<file path="src/rtl/pcu_pkg.sv">
package pcu_pkg;

    localparam int PC_W       = 13;
    localparam int FIELD_W    = 11;
    localparam int LOW_W      = 8;
    localparam int LATCH_W    = 8;
    localparam int HIGH_W     = PC_W - LOW_W;
    localparam int PAGE_BITS  = PC_W - FIELD_W;
    localparam int PAGE_LSB   = FIELD_W - LOW_W;
    localparam int LATCH_IMPL = HIGH_W;

    localparam logic [PC_W-1:0] DEF_RST_VEC = '0;
    localparam logic [PC_W-1:0] DEF_IRQ_VEC = PC_W'(4);

    typedef logic [PC_W-1:0]       pc_t;
    typedef logic [LATCH_IMPL-1:0] page_t;

    typedef enum logic [2:0] {
        OP_STEP  = 3'b000,
        OP_JUMP  = 3'b001,
        OP_CALL  = 3'b010,
        OP_LOWWR = 3'b011,
        OP_RET   = 3'b100
    } pc_op_e;

    typedef struct packed {
        pc_t  next_pc;
        logic push_en;
        pc_t  push_pc;
    } pc_plan_t;

    function automatic pc_t pc_inc(input pc_t p);
        return p + pc_t'(1);
    endfunction

    function automatic pc_t paged_target(input page_t pg,
                                         input logic [FIELD_W-1:0] fld);
        return {pg[PAGE_LSB +: PAGE_BITS], fld};
    endfunction

    function automatic pc_t table_target(input page_t pg,
                                         input logic [LOW_W-1:0] lo);
        return {pg[HIGH_W-1:0], lo};
    endfunction

endpackage

</file>
<file path="src/rtl/pcu_page_latch.sv">
module pcu_page_latch
    import pcu_pkg::*;
(
    input  logic               clk,
    input  logic               rst,
    input  logic               wr_en,
    input  logic [LATCH_W-1:0] wr_data,
    output page_t              page,
    output logic [LATCH_W-1:0] rd_data
);
    page_t page_q;

    always_ff @(posedge clk) begin
        if (rst)
            page_q <= '0;
        else if (wr_en)
            page_q <= wr_data[LATCH_IMPL-1:0];
    end

    assign page = page_q;

    // implemented bits read back, the rest read as zero
    for (genvar b = 0; b < LATCH_W; b++) begin : g_rd
        if (b < LATCH_IMPL) begin : g_impl
            assign rd_data[b] = page_q[b];
        end else begin : g_zero
            assign rd_data[b] = 1'b0;
        end
    end

endmodule

</file>
<file path="src/rtl/pcu_next_sel.sv">
module pcu_next_sel
    import pcu_pkg::*;
#(
    parameter pc_t IRQ_VEC = DEF_IRQ_VEC
) (
    input  pc_t                cur_pc,
    input  logic [2:0]         op,
    input  logic               irq,
    input  logic [FIELD_W-1:0] field,
    input  logic [LOW_W-1:0]   low,
    input  pc_t                ret,
    input  page_t              page,
    output pc_plan_t           plan
);
    pc_op_e op_e;
    pc_t    seq_pc;

    assign op_e   = pc_op_e'(op);
    assign seq_pc = pc_inc(cur_pc);

    always_comb begin
        plan.next_pc = seq_pc;
        plan.push_en = 1'b0;
        plan.push_pc = seq_pc;
        if (irq) begin
            plan.next_pc = IRQ_VEC;
            plan.push_en = 1'b1;
            plan.push_pc = cur_pc;
        end else begin
            unique case (op_e)
                OP_JUMP:  plan.next_pc = paged_target(page, field);
                OP_CALL: begin
                    plan.next_pc = paged_target(page, field);
                    plan.push_en = 1'b1;
                end
                OP_LOWWR: plan.next_pc = table_target(page, low);
                OP_RET:   plan.next_pc = ret;
                default:  plan.next_pc = seq_pc;
            endcase
        end
    end

endmodule

</file>
<file path="src/rtl/pcu_pc_reg.sv">
module pcu_pc_reg
    import pcu_pkg::*;
#(
    parameter pc_t RST_VEC = DEF_RST_VEC
) (
    input  logic clk,
    input  logic rst,
    input  pc_t  d,
    output pc_t  q
);
    always_ff @(posedge clk) begin
        if (rst)
            q <= RST_VEC;
        else
            q <= d;
    end
endmodule

</file>
<file path="src/rtl/paged_pc_unit.sv">
module paged_pc_unit
    import pcu_pkg::*;
#(
    parameter logic [PC_W-1:0] RST_VEC = DEF_RST_VEC,
    parameter logic [PC_W-1:0] IRQ_VEC = DEF_IRQ_VEC
) (
    input  logic               clk,
    input  logic               rst,
    input  logic [2:0]         pc_op,
    input  logic               irq_take,
    input  logic [FIELD_W-1:0] jump_field,
    input  logic [LOW_W-1:0]   low_data,
    input  logic [PC_W-1:0]    ret_addr,
    input  logic               latch_wr_en,
    input  logic [LATCH_W-1:0] latch_wr_data,
    output logic [PC_W-1:0]    pc,
    output logic               push_valid,
    output logic [PC_W-1:0]    push_addr,
    output logic [LATCH_W-1:0] latch_rd_data
);
    page_t    page;
    pc_t      pc_q;
    pc_plan_t plan;

    pcu_page_latch u_latch (
        .clk     (clk),
        .rst     (rst),
        .wr_en   (latch_wr_en),
        .wr_data (latch_wr_data),
        .page    (page),
        .rd_data (latch_rd_data)
    );

    pcu_next_sel #(.IRQ_VEC(IRQ_VEC)) u_sel (
        .cur_pc (pc_q),
        .op     (pc_op),
        .irq    (irq_take),
        .field  (jump_field),
        .low    (low_data),
        .ret    (ret_addr),
        .page   (page),
        .plan   (plan)
    );

    pcu_pc_reg #(.RST_VEC(RST_VEC)) u_pc (
        .clk (clk),
        .rst (rst),
        .d   (plan.next_pc),
        .q   (pc_q)
    );

    assign pc         = pc_q;
    assign push_valid = plan.push_en & ~rst;
    assign push_addr  = plan.push_pc;

endmodule

</file>
<file path="config.mk">
export PLATFORM = sky130hd
export DESIGN_NAME = paged_pc_unit
export DESIGN_NICKNAME = d
export VERILOG_FILES = /design/src/rtl/pcu_pkg.sv /design/src/rtl/pcu_page_latch.sv /design/src/rtl/pcu_next_sel.sv /design/src/rtl/pcu_pc_reg.sv /design/src/rtl/paged_pc_unit.sv
export SDC_FILE = /design/constraint.sdc
export NUM_CORES = 1
export LEC_CHECK = 0
export ABC_AREA = 1
export BUFFER_PORTS_ARGS = -buffer_cell sky130_fd_sc_hd__buf_2
export CORE_UTILIZATION = 40
export CTS_BUF_LIST = sky130_fd_sc_hd__clkbuf_16
export CTS_CLUSTER_SIZE = 30
export DETAILED_ROUTE_END_ITERATION = 8
export PLACE_DENSITY = 0.74
export SLEW_MARGIN = 15
export SYNTH_ARGS = -nofsm -noshare
export SYNTH_HDL_FRONTEND = slang
export SYNTH_SLANG_ARGS = --single-unit
</file>
<file path="constraint.sdc">
create_clock -name clk -period 1.4 [get_ports clk]
set_input_delay 0.21 -clock clk [delete_from_list [all_inputs] [get_ports clk]]
set_output_delay 0.21 -clock clk [all_outputs]
set_load 0.05 [all_outputs]
</file>
**After elaboration in Yosys (flattened, before gate mapping)**

Index checks and enable logic that the tools add are counted.

- Shift-type cells: 0
- Mux-type cells: 4
- Multipliers: 0
- Equality and inequality tests: 4
- Reduce and logical (&&, ||, !) cells: 2
- Divide/modulo/power cells: 0
- Add/subtract/negate cells: 1
- $lt $le $gt $ge: 0
- Bitwise gates (word level): 2

Operators with widths:

| kind | count |
|---|---|
| 13-bit case mux with 3 select lines | 1 |
| 13-bit by 1-bit adder with 13-bit output (second input constant) | 1 |
| 13-bit 2-to-1 mux | 1 |
| 3-bit by 2-bit == test with 1-bit output (second input constant) | 2 |
| 4-bit 2-to-1 mux | 1 |
| 2-bit OR reduction | 2 |
| 3-bit by 1-bit == test with 1-bit output (second input constant) | 1 |
| 3-bit == test (second input constant) | 1 |
| 1-bit AND | 1 |
| 1-bit 2-to-1 mux | 1 |
| 1-bit inverter | 1 |

- Memory bits (writable): 0
- Bits in latches: 0
- Bits of input ports: 47
- Memories: 0
- ROM bits: 0
- Word-level logic and storage cells: 16
- Register bits after elaboration: 18

**Depth between registers and ports, before layout**

- Word-level depth: 5
- Gate-level depth with buffers: 10
- Depth with buffers taken out: 9

**Hierarchy**

Synthesis repeated with hierarchy kept, for this count alone.

- Cells, all modules: 280
- Area total of the unflattened synthesis: 1612.8 sq um

By module, submodules not included:

| module | times used | cells an instance | seq. area each (sq um) | area each (sq um) |
|---|---|---|---|---|
| pcu_next_sel | 1 | 197 | 0.0 | 960.9 |
| pcu_pc_reg | 1 | 40 | 260.2 | 369.1 |
| pcu_page_latch | 1 | 41 | 100.1 | 272.8 |
| paged_pc_unit | 1 | 2 | 0.0 | 10.0 |

**Worst setup path before layout**

No wires, ideal clock.

- Kind: register to output
- Start: register u_pc.q[0]
- End: output port push_addr[10]
- Slack: -0.608 ns
- Path buffers: 1
- Arrival: 1.798 ns
- Stages on the path, launching flop included: 11
- Cell sequence: dfxtp_1 > ha_1 > nand2_2 > nor2_4 > nand2_2 > nor2_1 > nand2_1 > nand2_1 > nand2_1 > o21ai_1 > buf_4

RTL lines:

| item | line | text |
|---|---|---|
| start, declared | pcu_pc_reg.sv:9 | `output pc_t q` |
| start signal, assigned | pcu_pc_reg.sv:13 | `q <= RST_VEC;` |
| start signal, assigned | pcu_pc_reg.sv:15 | `q <= d;` |
| end, declared | paged_pc_unit.sv:18 | `output logic [PC_W-1:0] push_addr,` |

**Worst setup path after layout**

- Start: register u_pc.q[0]
- End: output port push_addr[5]

- Word-level cells in the longest chain between the ends: 2

Ends and longest elaborated chain:

| item | line | text |
|---|---|---|
| 13-bit by 1-bit adder with 13-bit output | pcu_pkg.sv:33 | `return p + pc_t'(1);` |
| 13-bit 2-to-1 mux | pcu_next_sel.sv:25 | `if (irq) begin` |

Every way passes these cells.

==> results.sh <==
export IMPL_place_area_mm2=0.00202
export IMPL_synth_area_top_cells="dfxtp_1 24%, nand2_1 20%, buf_4 9.1%, nor2_1 6.8%, a21oi_1 6.0%"
export IMPL_status="finished, violations left"
export IMPL_setup_ws_ns=-0.327
export IMPL_yosys_area_share_simple_pct=42.9
export IMPL_fin_crit_ns=1.73
export IMPL_synthAdderAreaFrac_pct=0.840
export IMPL_dp_cells=369
export IMPL_setup_violations=13
export IMPL_critPathKind="reg -> out"
export IMPL_place_congestion=0.799
export IMPL_yosys_warnings=0
export IMPL_final_cells=381
export IMPL_ys_seq_elements=18
export IMPL_finClkSkew_ns=0.00301
export IMPL_reg2reg_depth=10
export IMPL_r2r_start="u_pc.q[0]"
export IMPL_cts_clk_slew_worst_paths_ns=0.05
export IMPL_start_util_pct=43.3
export IMPL_synth_top_family_by_area="simple AND/OR/NAND/NOR gates"
export IMPL_synth_mux_area_share_pct=0
export IMPL_die_w_um=63.0
export IMPL_grt_usage_pct=21.0
export IMPL_synth_cell_types=28
export IMPL_fmax_mhz=579
export IMPL_cp_end_kind="output port"
export IMPL_ctsHoldBuffers=0
export IMPL_htree_levels=1
export IMPL_die_area_mm2=0.00397
export IMPL_powerDensity_mw_per_mm2=757
export IMPL_port_buffers=75
export IMPL_violations="setup timing"
export IMPL_drc=0
export IMPL_grt_pass1_wl_um=6800
export IMPL_p_leak_nw=1.15
export IMPL_yosys_area_top_type="dfxtp_1"
export IMPL_layout_nets=384
export IMPL_clockRootBuffer="clkbuf_16"
export IMPL_synth_area_mm2=0.00149
export IMPL_numCtsBuffers=3
export IMPL_crit_arrival_ns=1.52
export IMPL_synth_most_common_cell="nand2_1"
export IMPL_drv_slew=0
export IMPL_antenna_found_initial=0
export IMPL_synthFlopType="dfxtp_1"
export IMPL_fin_crit_sh_pct=123
export IMPL_synth_compound_area_share_pct=11.9
export IMPL_synth_async_reset_ratio_pct=0
export IMPL_rsz0062_at_grt="true"
export IMPL_ant_nets=0
export IMPL_synth_xor_area_share_pct=3.53
export IMPL_startpoint_type="flip-flop"
export IMPL_cts_num_sinks=18
export IMPL_hold_path_class="in -> reg"
export IMPL_cts_tree="yes"
export IMPL_io_pins=82
export IMPL_regToRegSetupSlack_ns=-0.14
export IMPL_whs_ns=0.189
export IMPL_clk_latency_ns=0.24
export IMPL_ys_seq_area_share_pct=24.2
export IMPL_yosysTopAreaCellShare_pct=24.2
export IMPL_grt_max_degree=21
export IMPL_num_vias=1750
export IMPL_ys_top_cells_by_count="78 x nand2_1, 27 x nor2_1, 18 x a21oi_1, 18 x buf_4, 18 x dfxtp_1"
export IMPL_grt_overflow=0
export IMPL_max_cap_violations=0
export IMPL_rows=21
export IMPL_vias_per_cell=4.59
export IMPL_grt_pass1_vias=1698
export IMPL_ir_worst_vdd_uv=510
export IMPL_critPathMaxFanout=3
export IMPL_wl_per_cell_um=10.7
export IMPL_die_y_um=63.0
export IMPL_synthCells=242
export IMPL_area_growth_pct=54.6
export IMPL_n_antenna_cell=0
export IMPL_synth_edff_count=0
export IMPL_syn_avg_cell_area_um2=6.16
export IMPL_cp_data_required_time_ns=1.19
export IMPL_fin_area_mm2=0.00230
export IMPL_drive_gt1_share_pct=46.3
export IMPL_final_hold_viol_count=0
export IMPL_core_area_mm2=0.00344
export IMPL_rr_endpoint="u_pc.q[7]"
export IMPL_worstSetupStartpoint="u_pc.q[0]"
export IMPL_drtPass1Iterations=4
export IMPL_endpoint="push_addr[5]"
export IMPL_clockBufferDepth=2
export IMPL_wirelength_um=4090
export IMPL_dp_hpwl_um=3190
export IMPL_first_iter_violations=46
state kept, by name, indices dropped and copies added, names as in the netlist:
register,count
u_latch.page,5
u_pc.q,13
layer usage:
metal | track usage, % | part of all wire [%] | vias to the layer above
li1 | - | - | 938
met1 | 25.1 | 45 | 758
met2 | 37.6 | 49 | 48
met3 | 2.19 | 4.5 | 6
met4 | 8.43 | 1.5 | 0
met5 | 0 | 0 | -
kinds of logic (layout without fill, tap and decap cells):
group,after synthesis,after routing
xor+xnor,6,6
flops,18,18
fa+ha+maj,1,1
simple gates,141,141
buf+inv,40,131
compound gates,35,35
other cells,1,3
power breakdown:
part | leakage (nW) | switching, W | internal (W)
Clock | 0.0385 | 0.000184 | 0.000379
Combinational | 0.954 | 0.000399 | 0.000216
Sequential | 0.156 | 0.0000308 | 0.000534
worst max-delay path, stage by stage (launching register included):
cell	delay, ns
dfxtp_4	0.36
buf_4	0.13
nand3_4	0.10
nor2_4	0.14
buf_4	0.13
xnor2_2	0.06
o21ai_1	0.16
buf_6	0.18
cell usage in the layout, fill, tap and decap left out, types with 7 or more instances in the layout:
master	count
nand2_1	77
buf_2	62
buf_4	40
nor2_1	26
a21oi_1	17
nand3_1	15
inv_1	12
o21ai_0	10
dfxtp_4	9
buf_6	7
area by class of cell:
type	count	area [um^2]
clock buffer	3	75.1
clock inverter	1	3.75
fill	334	1140
inverter	17	63.8
multi-input combinational	186	996
sequential	18	398
tap	46	57.6
timing repair buffer	110	709
worst min path at each step:
| stage | startpoint | to | depth (start not counted) |
|---|---|---|---|
| floorplan | rst | u_pc.q[2] | 1 |
| global placement | latch_wr_data[3] | u_latch.page[3] | 3 |
| detailed placement | latch_wr_data[1] | u_latch.page[1] | 3 |
| CTS | latch_wr_data[1] | u_latch.page[1] | 3 |
| global route | latch_wr_data[2] | u_latch.page[2] | 3 |
| finish | latch_wr_data[3] | u_latch.page[3] | 3 |
stage by stage:
stage                     setup slack [ns]  utilization (%)  TNS, ns  total power [W]
final                               -0.327             66.9    -3.14          0.00174
after global routing                -0.410             66.9    -4.31          0.00182
after CTS                           -0.344             64.3    -2.86          0.00173
after detailed placement            -0.136             58.7   -0.624          0.00114
after global placement              -0.119             58.7   -0.428          0.00114
after floorplan                     -0.178                -   -0.366         0.000996
timing repair:
| item | in CTS | in global routing |
|---|---|---|
| endpoints found under the setup margin | 13 | 14 |
| endpoints found under the hold margin | 0 | 0 |
| resized for setup | 25 | 11 |
| pin swaps | 4 | 7 |
| buffers inserted | 4 | 4 |
| gates cloned | 0 | 0 |
(Power assumes the default switching activity.)
